`config.mk`:
```
export PLATFORM = sky130hd
export DESIGN_NAME = sclr_cfg_top
export DESIGN_NICKNAME = d
export VERILOG_FILES = /design/src/rtl/sclr_cfg_pkg.sv /design/src/rtl/sclr_cfg_regfile.sv /design/src/rtl/sclr_cfg_frame_ctrl.sv /design/src/rtl/sclr_cfg_top.sv
export SDC_FILE = /design/constraint.sdc
export NUM_CORES = 1
export LEC_CHECK = 0
export CAP_MARGIN = 5
export CORE_ASPECT_RATIO = 1.4
export CORE_UTILIZATION = 65
export DETAILED_ROUTE_END_ITERATION = 12
export DONT_BUFFER_PORTS = 1
export GPL_TIMING_DRIVEN = 0
export PLACE_DENSITY = 0.81
export SLEW_MARGIN = 10
export SYNTH_ARGS = -nofsm -noshare
export SYNTH_HDL_FRONTEND = slang
export SYNTH_HIERARCHICAL = 1
export SYNTH_SLANG_ARGS = --single-unit
```
`constraint.sdc`:
```
create_clock -name clk -period 3.8 [get_ports clk]
set_input_delay 0.38 -clock clk [delete_from_list [all_inputs] [get_ports clk]]
set_output_delay 0.38 -clock clk [all_outputs]
set_load 0.05 [all_outputs]
```
`src/rtl/sclr_cfg_pkg.sv`:
```
package sclr_cfg_pkg;
  parameter int DATA_W = 32;
  parameter int ADDR_W = 4;
  parameter int DIM_W  = 16;
  parameter int BANK_W = 2;
  localparam int BE_W  = DATA_W / 8;

  typedef enum logic [ADDR_W-1:0] {
    A_CTRL   = 4'd0,
    A_STAT   = 4'd1,
    A_RSVD   = 4'd2,
    A_WIDTH  = 4'd3,
    A_HEIGHT = 4'd4,
    A_HWR    = 4'd5,
    A_HRD    = 4'd6,
    A_VWR    = 4'd7,
    A_VRD    = 4'd8
  } addr_e;

  typedef struct packed {
    logic              go;
    logic [DIM_W-1:0]  width;
    logic [DIM_W-1:0]  height;
    logic [BANK_W-1:0] hWr;
    logic [BANK_W-1:0] hRd;
    logic [BANK_W-1:0] vWr;
    logic [BANK_W-1:0] vRd;
  } cfg_t;

  typedef struct packed {
    logic [DIM_W-1:0]  width;
    logic [DIM_W-1:0]  height;
    logic [BANK_W-1:0] hRd;
    logic [BANK_W-1:0] vRd;
  } shadow_t;

  typedef struct packed {
    logic loadShadow;
    logic setBusy;
    logic clrBusy;
  } strobe_t;

  function automatic logic [DATA_W-1:0] mergeBytes(input logic [DATA_W-1:0] oldW,
                                                   input logic [DATA_W-1:0] newW,
                                                   input logic [BE_W-1:0]   be);
    logic [DATA_W-1:0] res;
    for (int i = 0; i < BE_W; i++) begin
      res[8*i +: 8] = be[i] ? newW[8*i +: 8] : oldW[8*i +: 8];
    end
    return res;
  endfunction
endpackage

```
`src/rtl/sclr_cfg_regfile.sv`:
```
module sclr_cfg_regfile
  import sclr_cfg_pkg::*;
(
  input  logic              clk,
  input  logic              rstN,
  input  logic [ADDR_W-1:0] busAddr,
  input  logic              busWrite,
  input  logic              busRead,
  input  logic [BE_W-1:0]   busByteEn,
  input  logic [DATA_W-1:0] busWData,
  input  strobe_t           strobe,
  input  logic              busy,
  output logic [DATA_W-1:0] busRData,
  output logic              busRValid,
  output cfg_t              liveCfg,
  output shadow_t           shadow
);
  logic [DATA_W-1:0] curWord;
  logic [DATA_W-1:0] merged;

  // readback mux, also the base for byte-lane merging
  always_comb begin
    curWord = '0;
    case (addr_e'(busAddr))
      A_CTRL:   curWord[0]          = liveCfg.go;
      A_STAT:   curWord[0]          = busy;
      A_WIDTH:  curWord[DIM_W-1:0]  = liveCfg.width;
      A_HEIGHT: curWord[DIM_W-1:0]  = liveCfg.height;
      A_HWR:    curWord[BANK_W-1:0] = liveCfg.hWr;
      A_HRD:    curWord[BANK_W-1:0] = liveCfg.hRd;
      A_VWR:    curWord[BANK_W-1:0] = liveCfg.vWr;
      A_VRD:    curWord[BANK_W-1:0] = liveCfg.vRd;
      default:  curWord             = '0;
    endcase
  end

  assign merged = mergeBytes(curWord, busWData, busByteEn);

  always_ff @(posedge clk or negedge rstN) begin
    if (!rstN) begin
      liveCfg <= '0;
    end else if (busWrite) begin
      case (addr_e'(busAddr))
        A_CTRL:   liveCfg.go     <= merged[0];
        A_WIDTH:  liveCfg.width  <= merged[DIM_W-1:0];
        A_HEIGHT: liveCfg.height <= merged[DIM_W-1:0];
        A_HWR:    liveCfg.hWr    <= merged[BANK_W-1:0];
        A_HRD:    liveCfg.hRd    <= merged[BANK_W-1:0];
        A_VWR:    liveCfg.vWr    <= merged[BANK_W-1:0];
        A_VRD:    liveCfg.vRd    <= merged[BANK_W-1:0];
        default:  ;
      endcase
    end
  end

  always_ff @(posedge clk or negedge rstN) begin
    if (!rstN) begin
      busRValid <= 1'b0;
      busRData  <= '0;
    end else begin
      busRValid <= busRead;
      busRData  <= busRead ? curWord : '0;
    end
  end

  always_ff @(posedge clk or negedge rstN) begin
    if (!rstN) begin
      shadow <= '0;
    end else if (strobe.loadShadow) begin
      shadow.width  <= liveCfg.width;
      shadow.height <= liveCfg.height;
      shadow.hRd    <= liveCfg.hRd;
      shadow.vRd    <= liveCfg.vRd;
    end
  end
endmodule

```
`src/rtl/sclr_cfg_frame_ctrl.sv`:
```
module sclr_cfg_frame_ctrl
  import sclr_cfg_pkg::*;
(
  input  logic              clk,
  input  logic              rstN,
  input  logic              frameStart,
  input  logic              frameEnd,
  input  logic              go,
  input  logic              hCoefWr,
  input  logic              vCoefWr,
  input  logic [BANK_W-1:0] hWrBank,
  input  logic [BANK_W-1:0] vWrBank,
  input  logic [BANK_W-1:0] shHRd,
  input  logic [BANK_W-1:0] shVRd,
  output strobe_t           strobe,
  output logic              busy,
  output logic              bankClash
);
  logic hHit;
  logic vHit;

  always_comb begin
    strobe.loadShadow = frameStart & go;
    strobe.setBusy    = frameStart & go;
    strobe.clrBusy    = frameEnd | (frameStart & ~go);
  end

  assign hHit = hCoefWr && (hWrBank == shHRd);
  assign vHit = vCoefWr && (vWrBank == shVRd);

  always_ff @(posedge clk or negedge rstN) begin
    if (!rstN) begin
      busy      <= 1'b0;
      bankClash <= 1'b0;
    end else begin
      if (strobe.setBusy)      busy <= 1'b1;
      else if (strobe.clrBusy) busy <= 1'b0;
      bankClash <= busy & (hHit | vHit);
    end
  end
endmodule

```
`src/rtl/sclr_cfg_top.sv`:
```
module sclr_cfg_top
  import sclr_cfg_pkg::*;
(
  input  logic              clk,
  input  logic              rstN,
  input  logic [ADDR_W-1:0] busAddr,
  input  logic              busWrite,
  input  logic              busRead,
  input  logic [BE_W-1:0]   busByteEn,
  input  logic [DATA_W-1:0] busWData,
  output logic [DATA_W-1:0] busRData,
  output logic              busRValid,
  input  logic              frameStart,
  input  logic              frameEnd,
  input  logic              hCoefWr,
  input  logic              vCoefWr,
  output logic              frameBusy,
  output logic              bankClash,
  output logic [DIM_W-1:0]  shWidth,
  output logic [DIM_W-1:0]  shHeight,
  output logic [BANK_W-1:0] shHRdBank,
  output logic [BANK_W-1:0] shVRdBank
);
  cfg_t    liveCfg;
  shadow_t shadow;
  strobe_t strobe;
  logic    goBit;

  assign goBit = liveCfg.go;

  sclr_cfg_regfile u_regs (
    .clk(clk), .rstN(rstN),
    .busAddr(busAddr), .busWrite(busWrite), .busRead(busRead),
    .busByteEn(busByteEn), .busWData(busWData),
    .strobe(strobe), .busy(frameBusy),
    .busRData(busRData), .busRValid(busRValid),
    .liveCfg(liveCfg), .shadow(shadow)
  );

  sclr_cfg_frame_ctrl u_ctrl (
    .clk(clk), .rstN(rstN),
    .frameStart(frameStart), .frameEnd(frameEnd), .go(goBit),
    .hCoefWr(hCoefWr), .vCoefWr(vCoefWr),
    .hWrBank(liveCfg.hWr), .vWrBank(liveCfg.vWr),
    .shHRd(shadow.hRd), .shVRd(shadow.vRd),
    .strobe(strobe), .busy(frameBusy), .bankClash(bankClash)
  );

  assign shWidth   = shadow.width;
  assign shHeight  = shadow.height;
  assign shHRdBank = shadow.hRd;
  assign shVRdBank = shadow.vRd;
endmodule

```
==> run_results.csv <==
group,metric,value,unit
cells_and_area,diodes,0,
clock_network,cts.sinks,96,
global_route,grtUsageMet3,0.0681,
routing,num_vias,2651,
logic_synthesis,synth_adder_area_share,0,
worst_setup_path,critPathRequiredTime,4.04,ns
logic_synthesis,syn_area,4270,um^2
logic_synthesis,synth_top_family_by_area,"multiplexers",
power_and_ir_drop,clkPwrFrac,0.195,
cells_and_area,fin_cells,434,
place,gp_congestion,0.890,
place,placed_cells,416,
worst_setup_path,r2r-start,"u_regs/liveCfg[40]",
clock_network,htreeDepth,3,
routing,drc,14,
global_route,grt_max_degree,97,
global_route,grt_pass1_vias,2732,
clock_network,clockRootBuffer,"clkbuf_8",
worst_setup_path,startpoint_type,"register",
sta,period_share,0.596,
min_path,hp-class,"in -> reg",
global_route,use_met1,0.325,
min_path,min_path_cells,0,
power_and_ir_drop,vdd_drop_max,406,uV
routing,ant_nets,0,
power_and_ir_drop,p_sw,1.33,mW
power_and_ir_drop,intPower,1.78,mW
clock_network,cts_inserted_buffers,9,
routing,vias_per_cell,6.11,
sta,max_slew.worst_pin.slew,0.775,ns
logic_synthesis,synth_area_per_cell,13.0,um^2
logic_synthesis,synthTopCellsByArea,"dfrtp_1 (56%), mux2_2 (18%), o31ai_1 (3.7%), buf_4 (3.2%), nor3b_1 (2.6%)",
cells_and_area,drive_above_1_share,0.326,
sta,fmax,442,MHz
die,core_area,6300,um^2
die,die_area,6900,um^2
global_route,antenna_found_initial,0,
global_route,grt_first_pass_wirelength,13.9,mm
die,start_util,0.678,
clock_network,clk_latency,0.35,ns
sta,hold_ws,0.0568,ns
global_route,use_met2,0.465,
sta,fin_ws,1.54,ns
worst_setup_path,end_kind,"register",
logic_synthesis,yosysSeqAreaShare,0.563,
sta,maxSlewViolCount,0,
clock_network,cts_buffer_depth,2,
run_status,status,"finished with violations",
logic_synthesis,ys_ff_latch,96,
power_and_ir_drop,p_leak,2.18,nW
logic_synthesis,async_flop_share,1.00,
logic_synthesis,synthXorXnorAreaFrac,0.00821,
sta,rsz0062_at_grt,"false",
power_and_ir_drop,power.total,3.10,mW
die,die_y,97.9,um
worst_setup_path,worstSetupPathType,"reg -> reg",
worst_setup_path,critPathArrivalTime,2.50,ns
logic_synthesis,synth_cells,329,
global_route,grt_usage,0.270,
power_and_ir_drop,power_frac_seq,0.658,
logic_synthesis,synthMuxAreaShare,0.192,
min_path,min_from,"busRead",
sta,slew_headroom,0.483,
die,die_w,70.5,um
sta,hold_violations,0,
run,max_cap_viol_count,0,
routing,routedWlPerCell,20.1,um
logic_synthesis,synth-edff-count,0,
logic_synthesis,ys_types,42,
place,dpl.hpwl,6.01,mm
power_and_ir_drop,comb_power_share,0.147,
global_route,grt-ovfl-total,0,
place,io_buffers,0,
global_route,busiest_layer,"met2",
logic_synthesis,synth-main-ff-cell,"dfrtp_1",
die,row_count,34,
routing,first_pass_iters,8,
power_and_ir_drop,powerDensity,670,nW/um^2
logic_synthesis,yosysTopAreaCell,"dfrtp_1",
sta,setup-tns-final,0,ns
clock_network,cts_tree,"yes",
place,place_ws,1.58,ns
run_status,violations,"design-rule violations",
logic_synthesis,yosys_warnings,6,
clock_network,post_cts_buffers,0,
sta,finClkSkew,0.00875,ns
logic_synthesis,synth_compound_area_frac,0.0862,
power_and_ir_drop,p_sw_frac,0.427,
clock_network,cts.reportedPaths.clkPinSlew,0.09,ns
logic_synthesis,synth_simple_gate_area_frac,0.0923,
routing,drt-total-wl,8.70,mm
logic_synthesis,synth_top_area_frac,0.563,
die,io-pin-count,119,
worst_setup_path,path_max_fanout,10,
sta,setup_viol,0,
worst_setup_path,reg2regPathDepth,5,
sta,fin_crit,2.26,ns
worst_setup_path,worstSetupStartpoint,"u_regs/liveCfg[40]",
cells_and_area,areaGrowthSynthToFinish,8.62,%
cells_and_area,nets,405,
routing,drtIter0Drc,256,
[power by group through the flow]
stage | clock network (mW) | registers (mW) | logic (mW)
after floorplan | 0 | 2.00 | 0.375
after global placement | 0 | 2.06 | 0.416
after detailed placement | 0 | 2.07 | 0.433
after CTS | 0.626 | 2.05 | 0.459
after global routing | 0.665 | 2.08 | 0.495
final | 0.607 | 2.04 | 0.456
[layer usage]
layer	wire length (um)	vias up
met5	0	-
met4	172	0
met3	490	14
met2	4640	95
met1	3400	1333
li1	-	1209
[through the flow]
stage / instance area [um^2] / utilization
floorplan: 4320 / -
global placement: 4410 / 0.701
detailed placement: 4410 / 0.701
CTS: 4640 / 0.736
global route: 4640 / 0.736
finish: 4640 / 0.736
[cell type report]
class	count	area (um^2)
Timing Repair Buffer	2	37.5
Multi-Input combinational cell	205	1680
Clock inverter	4	28.8
Buffer	38	226
Inverter	5	18.8
Sequential cell	96	2400
Tap cell	72	90.1
Fill cell	425	1660
Clock buffer	12	155
[sequential cells by signal (all words and copies together), names as in the netlist]
name,count
u_ctrl/bankClash,1
u_ctrl/busy,1
u_regs/busRData,16
u_regs/busRValid,1
u_regs/liveCfg,41
u_regs/shadow,36
[layout by cell type (no fill, tap or decap), types with 2 or more instances in the layout]
cell / n
a22oi_1: 14
nand4_1: 2
nand3_1: 2
o31ai_1: 21
inv_1: 5
nand3b_1: 6
mux2_2: 70
clkbuf_1: 12
and3b_1: 2
nor3b_1: 15
dfrtp_1: 96
buf_4: 18
nor2_1: 2
nor3b_2: 2
nand2_1: 26
xnor2_1: 3
mux2i_1: 2
clkbuf_8: 11
a41o_1: 2
buf_2: 7
clkinvlp_4: 2
conb_1: 16
[path summary, 6_finish.rpt]
kind	slack (ns)	endpoint
setup reg to reg	1.54	u_regs/shadow[22]
min in group asynchronous	0.61	u_regs/shadow[2]
hold / removal	0.06	u_regs/busRValid
setup / recovery	1.54	u_regs/shadow[22]
hold reg to reg	0.53	u_regs/shadow[11]
max in group asynchronous	2.83	u_regs/busRData[6]
[critical path: stages, from the launching register on]
cell and delay [ns]:
dfrtp_1 0.39, and2_1 0.17, buf_4 0.10, clkbuf_1 0.41, clkbuf_1 0.65, mux2_2 0.42
[synthesized netlist by cell type, types with 3 or more instances]
master	count
inv_1	5
nand2_1	26
xnor2_1	3
a22oi_1	14
nor3b_1	15
dfrtp_1	96
clkbuf_1	11
buf_2	7
nand3b_1	6
mux2_2	70
buf_4	18
o31ai_1	21
[kinds of logic (layout without fill, tap and decap cells)]
group | count (synthesis) | after routing
other | 1 | 16
AO/OA/AOI/OAI | 48 | 48
AND/OR/NAND/NOR | 64 | 64
flip-flops | 96 | 96
XOR/XNOR | 4 | 4
multiplexers | 73 | 73
buffers and inverters | 43 | 61
[timing repair]
| action | CTS | global route |
|---|---|---|
| gates resized for setup | 0 | 0 |
| hold buffers | 2 | 0 |
| hold endpoints to repair | 96 | 0 |
No activity file was read; power rests on OpenSTA's default activity.
